## config.mk

```make
export PLATFORM = sky130hd
export DESIGN_NAME = split_fetch_ctrl
export DESIGN_NICKNAME = d
export VERILOG_FILES = /design/src/rtl/split_fetch_pkg.sv /design/src/rtl/split_regs.sv /design/src/rtl/split_window.sv /design/src/rtl/split_addr.sv /design/src/rtl/split_fetch_ctrl.sv
export SDC_FILE = /design/constraint.sdc
export NUM_CORES = 1
export LEC_CHECK = 0
export BUFFER_PORTS_ARGS = -buffer_cell sky130_fd_sc_hd__buf_2
export CAP_MARGIN = 20
export CORE_AREA = 2 2 88 124
export CTS_CLUSTER_DIAMETER = 80
export DETAILED_ROUTE_END_ITERATION = 8
export DIE_AREA = 0 0 90 126
export PLACE_DENSITY_LB_ADDON = 0.25
export SETUP_SLACK_MARGIN = 0.05
export SLEW_MARGIN = 20
export SYNTH_ARGS = -nofsm -noshare
export SYNTH_HDL_FRONTEND = slang
export SYNTH_SLANG_ARGS = --single-unit
export TNS_END_PERCENT = 10
```

## constraint.sdc

```tcl
create_clock -name clk -period 5 [get_ports clk]
set_input_delay 0.75 -clock clk [delete_from_list [all_inputs] [get_ports clk]]
set_output_delay 0.75 -clock clk [all_outputs]
set_load 0.01 [all_outputs]
```

## src/rtl/split_fetch_pkg.sv

```systemverilog
package split_fetch_pkg;
  localparam int DATA_W     = 8;
  localparam int SEL_W      = 3;
  localparam int TILE_W     = 6;
  localparam int BOUND_W    = 5;
  localparam int TILE_LIMIT = 34;
  localparam int OFF_W      = 12;
  localparam int RAM_AW     = 10;
  localparam int BANK_W     = 8;
  localparam int PAT_AW     = BANK_W + 12;

  typedef enum logic [SEL_W-1:0] {
    SEL_CTRL    = 3'd0,
    SEL_VSCROLL = 3'd1,
    SEL_BANK    = 3'd2,
    SEL_PMODE   = 3'd3,
    SEL_PBANK   = 3'd4,
    SEL_UPPER   = 3'd5,
    SEL_EXMODE  = 3'd6,
    SEL_NONE    = 3'd7
  } wr_sel_e;

  typedef struct packed {
    logic              override;
    logic [RAM_AW-1:0] ram_addr;
    logic [PAT_AW-1:0] pat_addr;
  } fetch_result_t;
endpackage

```

## src/rtl/split_regs.sv

```systemverilog
module split_regs
  import split_fetch_pkg::*;
(
  input  logic               clk,
  input  logic               rst_n,
  input  logic               wr_en,
  input  logic [SEL_W-1:0]   wr_sel,
  input  logic [DATA_W-1:0]  wr_data,
  input  logic               hblank,
  input  logic [DATA_W-1:0]  scanline,
  output logic               enable_q,
  output logic               right_q,
  output logic [BOUND_W-1:0] bound_q,
  output logic [DATA_W-1:0]  vscroll_q,
  output logic [BANK_W-1:0]  bank_q,
  output logic               armed_q,
  output logic               suppress_q,
  output logic [DATA_W-1:0]  line_q
);
  wr_sel_e sel;
  assign sel = wr_sel_e'(wr_sel);

  always_ff @(posedge clk) begin
    if (!rst_n) begin
      enable_q   <= 1'b0;
      right_q    <= 1'b0;
      bound_q    <= '0;
      vscroll_q  <= '0;
      bank_q     <= '0;
      armed_q    <= 1'b0;
      suppress_q <= 1'b0;
    end else if (wr_en) begin
      unique case (sel)
        SEL_CTRL: begin
          enable_q <= wr_data[7];
          right_q  <= wr_data[6];
          bound_q  <= wr_data[BOUND_W-1:0];
        end
        SEL_VSCROLL: vscroll_q <= wr_data;
        SEL_BANK: begin
          bank_q  <= wr_data[BANK_W-1:0];
          armed_q <= 1'b1;
        end
        SEL_PMODE, SEL_PBANK, SEL_UPPER: armed_q <= 1'b0;
        SEL_EXMODE: suppress_q <= wr_data[1];
        default: ;
      endcase
    end
  end

  always_ff @(posedge clk) begin
    if (!rst_n)      line_q <= '0;
    else if (hblank) line_q <= scanline;
  end
endmodule

```

## src/rtl/split_window.sv

```systemverilog
module split_window
  import split_fetch_pkg::*;
(
  input  logic [TILE_W-1:0]  tile,
  input  logic               enable,
  input  logic               right,
  input  logic [BOUND_W-1:0] bound,
  input  logic               suppress,
  output logic               in_split
);
  localparam logic [TILE_W-1:0] LIMIT = TILE_W'(TILE_LIMIT);

  logic [TILE_W-1:0] bound_ext;
  logic              side_hit;
  logic              tile_live;

  assign bound_ext = TILE_W'(bound);
  assign tile_live = tile < LIMIT;

  always_comb begin
    if (right) side_hit = tile >= bound_ext;
    else       side_hit = tile <  bound_ext;
  end

  assign in_split = enable && !suppress && tile_live && side_hit;
endmodule

```

## src/rtl/split_addr.sv

```systemverilog
module split_addr
  import split_fetch_pkg::*;
(
  input  logic [DATA_W-1:0] vscroll,
  input  logic [DATA_W-1:0] line,
  input  logic [TILE_W-1:0] tile,
  input  logic [OFF_W-1:0]  off,
  input  logic [BANK_W-1:0] bank,
  output logic              is_attr,
  output logic [RAM_AW-1:0] ram_addr,
  output logic [PAT_AW-1:0] pat_addr
);
  localparam logic [RAM_AW-1:0] ATTR_BASE = RAM_AW'(10'h3C0);

  logic [DATA_W-1:0] row;
  logic [RAM_AW-1:0] nt_addr;
  logic [RAM_AW-1:0] at_addr;

  assign row     = vscroll + line;
  assign is_attr = off[RAM_AW-1:0] >= ATTR_BASE;

  // Coarse row times 32 plus column.
  assign nt_addr = {row[7:3], tile[4:0]};
  // Attribute cell: 8x8 grid of 4x4-tile groups after the 960-byte table.
  assign at_addr = ATTR_BASE | RAM_AW'({row[7:5], tile[4:2]});
  assign ram_addr = is_attr ? at_addr : nt_addr;

  // Bank selects the 4 KB page; row of 8 bytes from the offset; fine line from scroll.
  assign pat_addr = {bank, 2'b00, off[9:3], vscroll[2:0]};
endmodule

```

## src/rtl/split_fetch_ctrl.sv

```systemverilog
module split_fetch_ctrl
  import split_fetch_pkg::*;
(
  input  logic               clk,
  input  logic               rst_n,
  input  logic               wr_en,
  input  logic [SEL_W-1:0]   wr_sel,
  input  logic [DATA_W-1:0]  wr_data,
  input  logic               hblank,
  input  logic [DATA_W-1:0]  scanline,
  input  logic [TILE_W-1:0]  tile_idx,
  input  logic               phase_bg,
  input  logic               req_valid,
  output logic               req_ready,
  input  logic               req_pat,
  input  logic [OFF_W-1:0]   req_off,
  output logic               out_valid,
  input  logic               out_ready,
  output logic               out_override,
  output logic [RAM_AW-1:0]  out_ram_addr,
  output logic [PAT_AW-1:0]  out_pat_addr
);
  logic               enable_q, right_q, armed_q, suppress_q;
  logic [BOUND_W-1:0] bound_q;
  logic [DATA_W-1:0]  vscroll_q, line_q;
  logic [BANK_W-1:0]  bank_q;
  logic               in_split, is_attr;
  logic [RAM_AW-1:0]  ram_addr;
  logic [PAT_AW-1:0]  pat_addr;
  logic               accept;
  fetch_result_t      next_res, res_q;

  split_regs u_regs (
    .clk(clk), .rst_n(rst_n), .wr_en(wr_en), .wr_sel(wr_sel), .wr_data(wr_data),
    .hblank(hblank), .scanline(scanline),
    .enable_q(enable_q), .right_q(right_q), .bound_q(bound_q),
    .vscroll_q(vscroll_q), .bank_q(bank_q), .armed_q(armed_q),
    .suppress_q(suppress_q), .line_q(line_q)
  );

  split_window u_window (
    .tile(tile_idx), .enable(enable_q), .right(right_q), .bound(bound_q),
    .suppress(suppress_q), .in_split(in_split)
  );

  split_addr u_addr (
    .vscroll(vscroll_q), .line(line_q), .tile(tile_idx), .off(req_off),
    .bank(bank_q), .is_attr(is_attr), .ram_addr(ram_addr), .pat_addr(pat_addr)
  );

  always_comb begin
    next_res.ram_addr = ram_addr;
    next_res.pat_addr = pat_addr;
    if (req_pat) next_res.override = in_split && phase_bg && armed_q;
    else         next_res.override = in_split;
  end

  assign req_ready = !out_valid || out_ready;
  assign accept    = req_valid && req_ready;

  always_ff @(posedge clk) begin
    if (!rst_n) begin
      out_valid <= 1'b0;
      res_q     <= '0;
    end else if (accept) begin
      out_valid <= 1'b1;
      res_q     <= next_res;
    end else if (out_ready) begin
      out_valid <= 1'b0;
    end
  end

  assign out_override = out_valid && res_q.override;
  assign out_ram_addr = res_q.ram_addr;
  assign out_pat_addr = res_q.pat_addr;
endmodule

```

==> results.json <==
{
  "worstReg2RegEnd": "out_ram_addr[4]",
  "final-setup-viol-count": 0,
  "whs_path_depth": 2,
  "portBuffers": 70,
  "synthAdderAreaFrac_pct": 4.45,
  "antenna_found_initial": 0,
  "yosys_register_bits": 63,
  "final_common_cell": "nand2_1",
  "die_h_um": 126,
  "hold_viol_final": 0,
  "power.density_nw_per_um2": 330,
  "required_ps": 5240,
  "htree_num_levels": 3,
  "post-place-ws_ps": 2600,
  "clock_skew_ps": 4.00,
  "power_mw": 1.18,
  "synth-simple-area-share_pct": 20.1,
  "wl_per_cell_um": 12.9,
  "fin_crit_sh_pct": 40.2,
  "ioPinCount": 78,
  "final_cell_mix": "nand2_1 (81), buf_2 (70), dfxtp_1 (63)",
  "hp-class": "reg2reg",
  "finalMaxSlewViolations": 0,
  "num_vias": 2376,
  "drt-total-wl_um": 6870,
  "syn_inst": 357,
  "critical_path_arrival_ps": 2250,
  "cts_resized": 0,
  "synth.top_cell.area_share_pct": 40.8,
  "drt_iter0_markers": 65,
  "peakVddDrop_mv": 0.145,
  "crit_type": "in2reg",
  "critPathCaptureType": "register",
  "gp_routability_congestion": 0.758,
  "nNetsFinal": 448,
  "grt_pass1_wl_um": 11300,
  "grt_usage_pct": 12.6,
  "r2r_slack_ps": 3230,
  "drc": 0,
  "worstRegToRegCells": 6,
  "cpPeakStageDelay_ps": 760,
  "grt_pass1_vias": 2299,
  "synth-xor-area-share_pct": 1.42,
  "yosys-mux-area-fraction_pct": 4.85,
  "final.setup.tns_ps": 0,
  "holdPathEnd": "out_pat_addr[6]",
  "cp_max_fo": 69,
  "start_kind": "input port",
  "coreArea_um2": 10200,
  "numCtsBuffers": 9,
  "die_area_um2": 11300,
  "reg2reg_from": "u_regs.vscroll_q[2]",
  "timing.slew.headroom_pct": 30.0,
  "leakage_nw": 1.52,
  "drive_gt1_share_pct": 22.0,
  "hold_buffers": 0,
  "multiInputGateArea_um2": 1500,
  "crit_start": "rst_n",
  "final_area_um2": 3560,
  "clk_path_buf_depth": 2,
  "drtPass1Iterations": 4,
  "synth_ff_type": "dfxtp_1",
  "clock.fmax_ghz": 0.498,
  "ant_nets": 0,
  "yosysUniqueCellTypes": 40,
  "yosys-top-cells-area": "dfxtp_1 (41%), nand2_1 (9.8%), a21boi_0 (8.7%)",
  "die_x_um": 90,
  "regArea_um2": 1260,
  "period_minus_slack_ps": 2010,
  "place_area_um2": 3310,
  "dpl.hpwl_um": 5060,
  "rsz0062_at_grt": "false",
  "synth_compound_area_share_pct": 17.1,
  "std_cell_rows": 44,
  "post_cts_buffers": 0,
  "ys_seq_area_share_pct": 40.8,
  "cts_tree": "built",
  "grt-ovfl-total": 0,
  "outcome": "completed",
  "synth_top_family_by_area": "simple AND/OR/NAND/NOR gates",
  "syn2layout_area_growth_pct": 15.2,
  "synthArstFlopShare_pct": 0,
  "tightest_slew_ps": 1050,
  "clk_pin_slew_ps": 50,
  "worst_path_max_delay_cell": "buf_2",
  "root_buffer": "clkbuf_16",
  "min_from": "out_pat_addr[6]",
  "n_antenna_cell": 0,
  "synth_edf_count": 0,
  "setup_slack_ps": 2990,
  "cts_sinks": 63,
  "yosysWarnings": 0,
  "drv_cap": 0,
  "viasPerCell": 4.46,
  "initial_core_util_pct": 30.2,
  "syn_area_per_cell_um2": 8.66,
  "clock_latency_ps": 330,
  "utilization_pct": 34.8,
  "netlist_area_um2": 3090,
  "path_cells": "buf_2 -> nand3b_1 -> a21oi_1 -> o311ai_0 -> o31ai_1",
  "grt_max_degree": 70,
  "n_fill_cell": 1112,
  "yosys.area.top_type": "dfxtp_1"
}
-- power by group --
group	switching, mW	total (mW)	leakage, nW	internal (mW)
registers	0.0100	0.532	0.514	0.522
clock network	0.202	0.529	0.122	0.327
logic	0.0656	0.115	0.879	0.0497
total	0.277	1.18	1.52	0.899
-- metal layers --
metal | vias to the layer above | wire length, um | global-route usage (%)
li1 | 1232 | - | -
met1 | 1075 | 3090 | 14.7
met2 | 59 | 3290 | 21.0
met3 | 10 | 335 | 3.29
met4 | 0 | 155 | 7.06
met5 | - | 0 | 0
-- worst max path at each step --
| stage | endpoint | slack (ps) |
|---|---|---|
| floorplan | res_q[30] | 3180 |
| global placement | res_q[30] | 2650 |
| detailed placement | res_q[30] | 2600 |
| CTS | res_q[30] | 2960 |
| global route | res_q[30] | 2810 |
| finish | res_q[30] | 2990 |
-- state kept, by name (all words and copies together), names as in the netlist, 5 cells and up --
| register | flops |
|---|---|
| u_regs.line_q | 8 |
| u_regs.vscroll_q | 8 |
| u_regs.bank_q | 8 |
| u_regs.bound_q | 5 |
| out_ram_addr | 10 |
| out_pat_addr | 18 |
-- synthesized netlist by cell type (2+ instances only) --
| library cell | n |
|---|---|
| mux2i_1 | 15 |
| nand3_1 | 6 |
| o21ai_0 | 6 |
| nand2_1 | 81 |
| and2_1 | 2 |
| buf_2 | 7 |
| xor2_1 | 4 |
| o211a_1 | 3 |
| buf_4 | 32 |
| clkbuf_1 | 7 |
| dfxtp_1 | 63 |
| a21oi_1 | 14 |
| inv_1 | 9 |
| nand4_1 | 2 |
| a21boi_0 | 36 |
| o211ai_1 | 4 |
| nor2_1 | 10 |
| nand3b_1 | 4 |
| nand2b_1 | 3 |
| ha_1 | 11 |
| nor2b_1 | 17 |
| a21o_1 | 3 |
-- critical path, delay by kind of cell --
family,cells,cell delay (ps)
AOI/OAI and AO/OA,3,600
buffers and inverters,1,760
and+or+nand+nor,1,130
-- cell type report --
class	count	area share, %
inverter	9	0.948
multi-input combinational	239	42.0
timing repair buffer	70	9.83
clock inverter	2	0.281
tap	138	4.85
clock buffer	12	6.64
sequential	63	35.4
-- cell families after synthesis --
logic type / count (synthesis)
buf+inv: 56
compound gates: 75
simple gates: 131
mux: 15
other cells: 1
flops: 63
xor+xnor: 5
fa+ha+maj: 11
-- metrics by stage --
step	hold WS (ps)	std cells
4_1_cts	465	533
3_5_place_dp	458	519
5_1_grt	485	533
3_3_place_gp	452	519
2_1_floorplan	437	358
6_report	458	533
(Power assumes the default switching activity.)
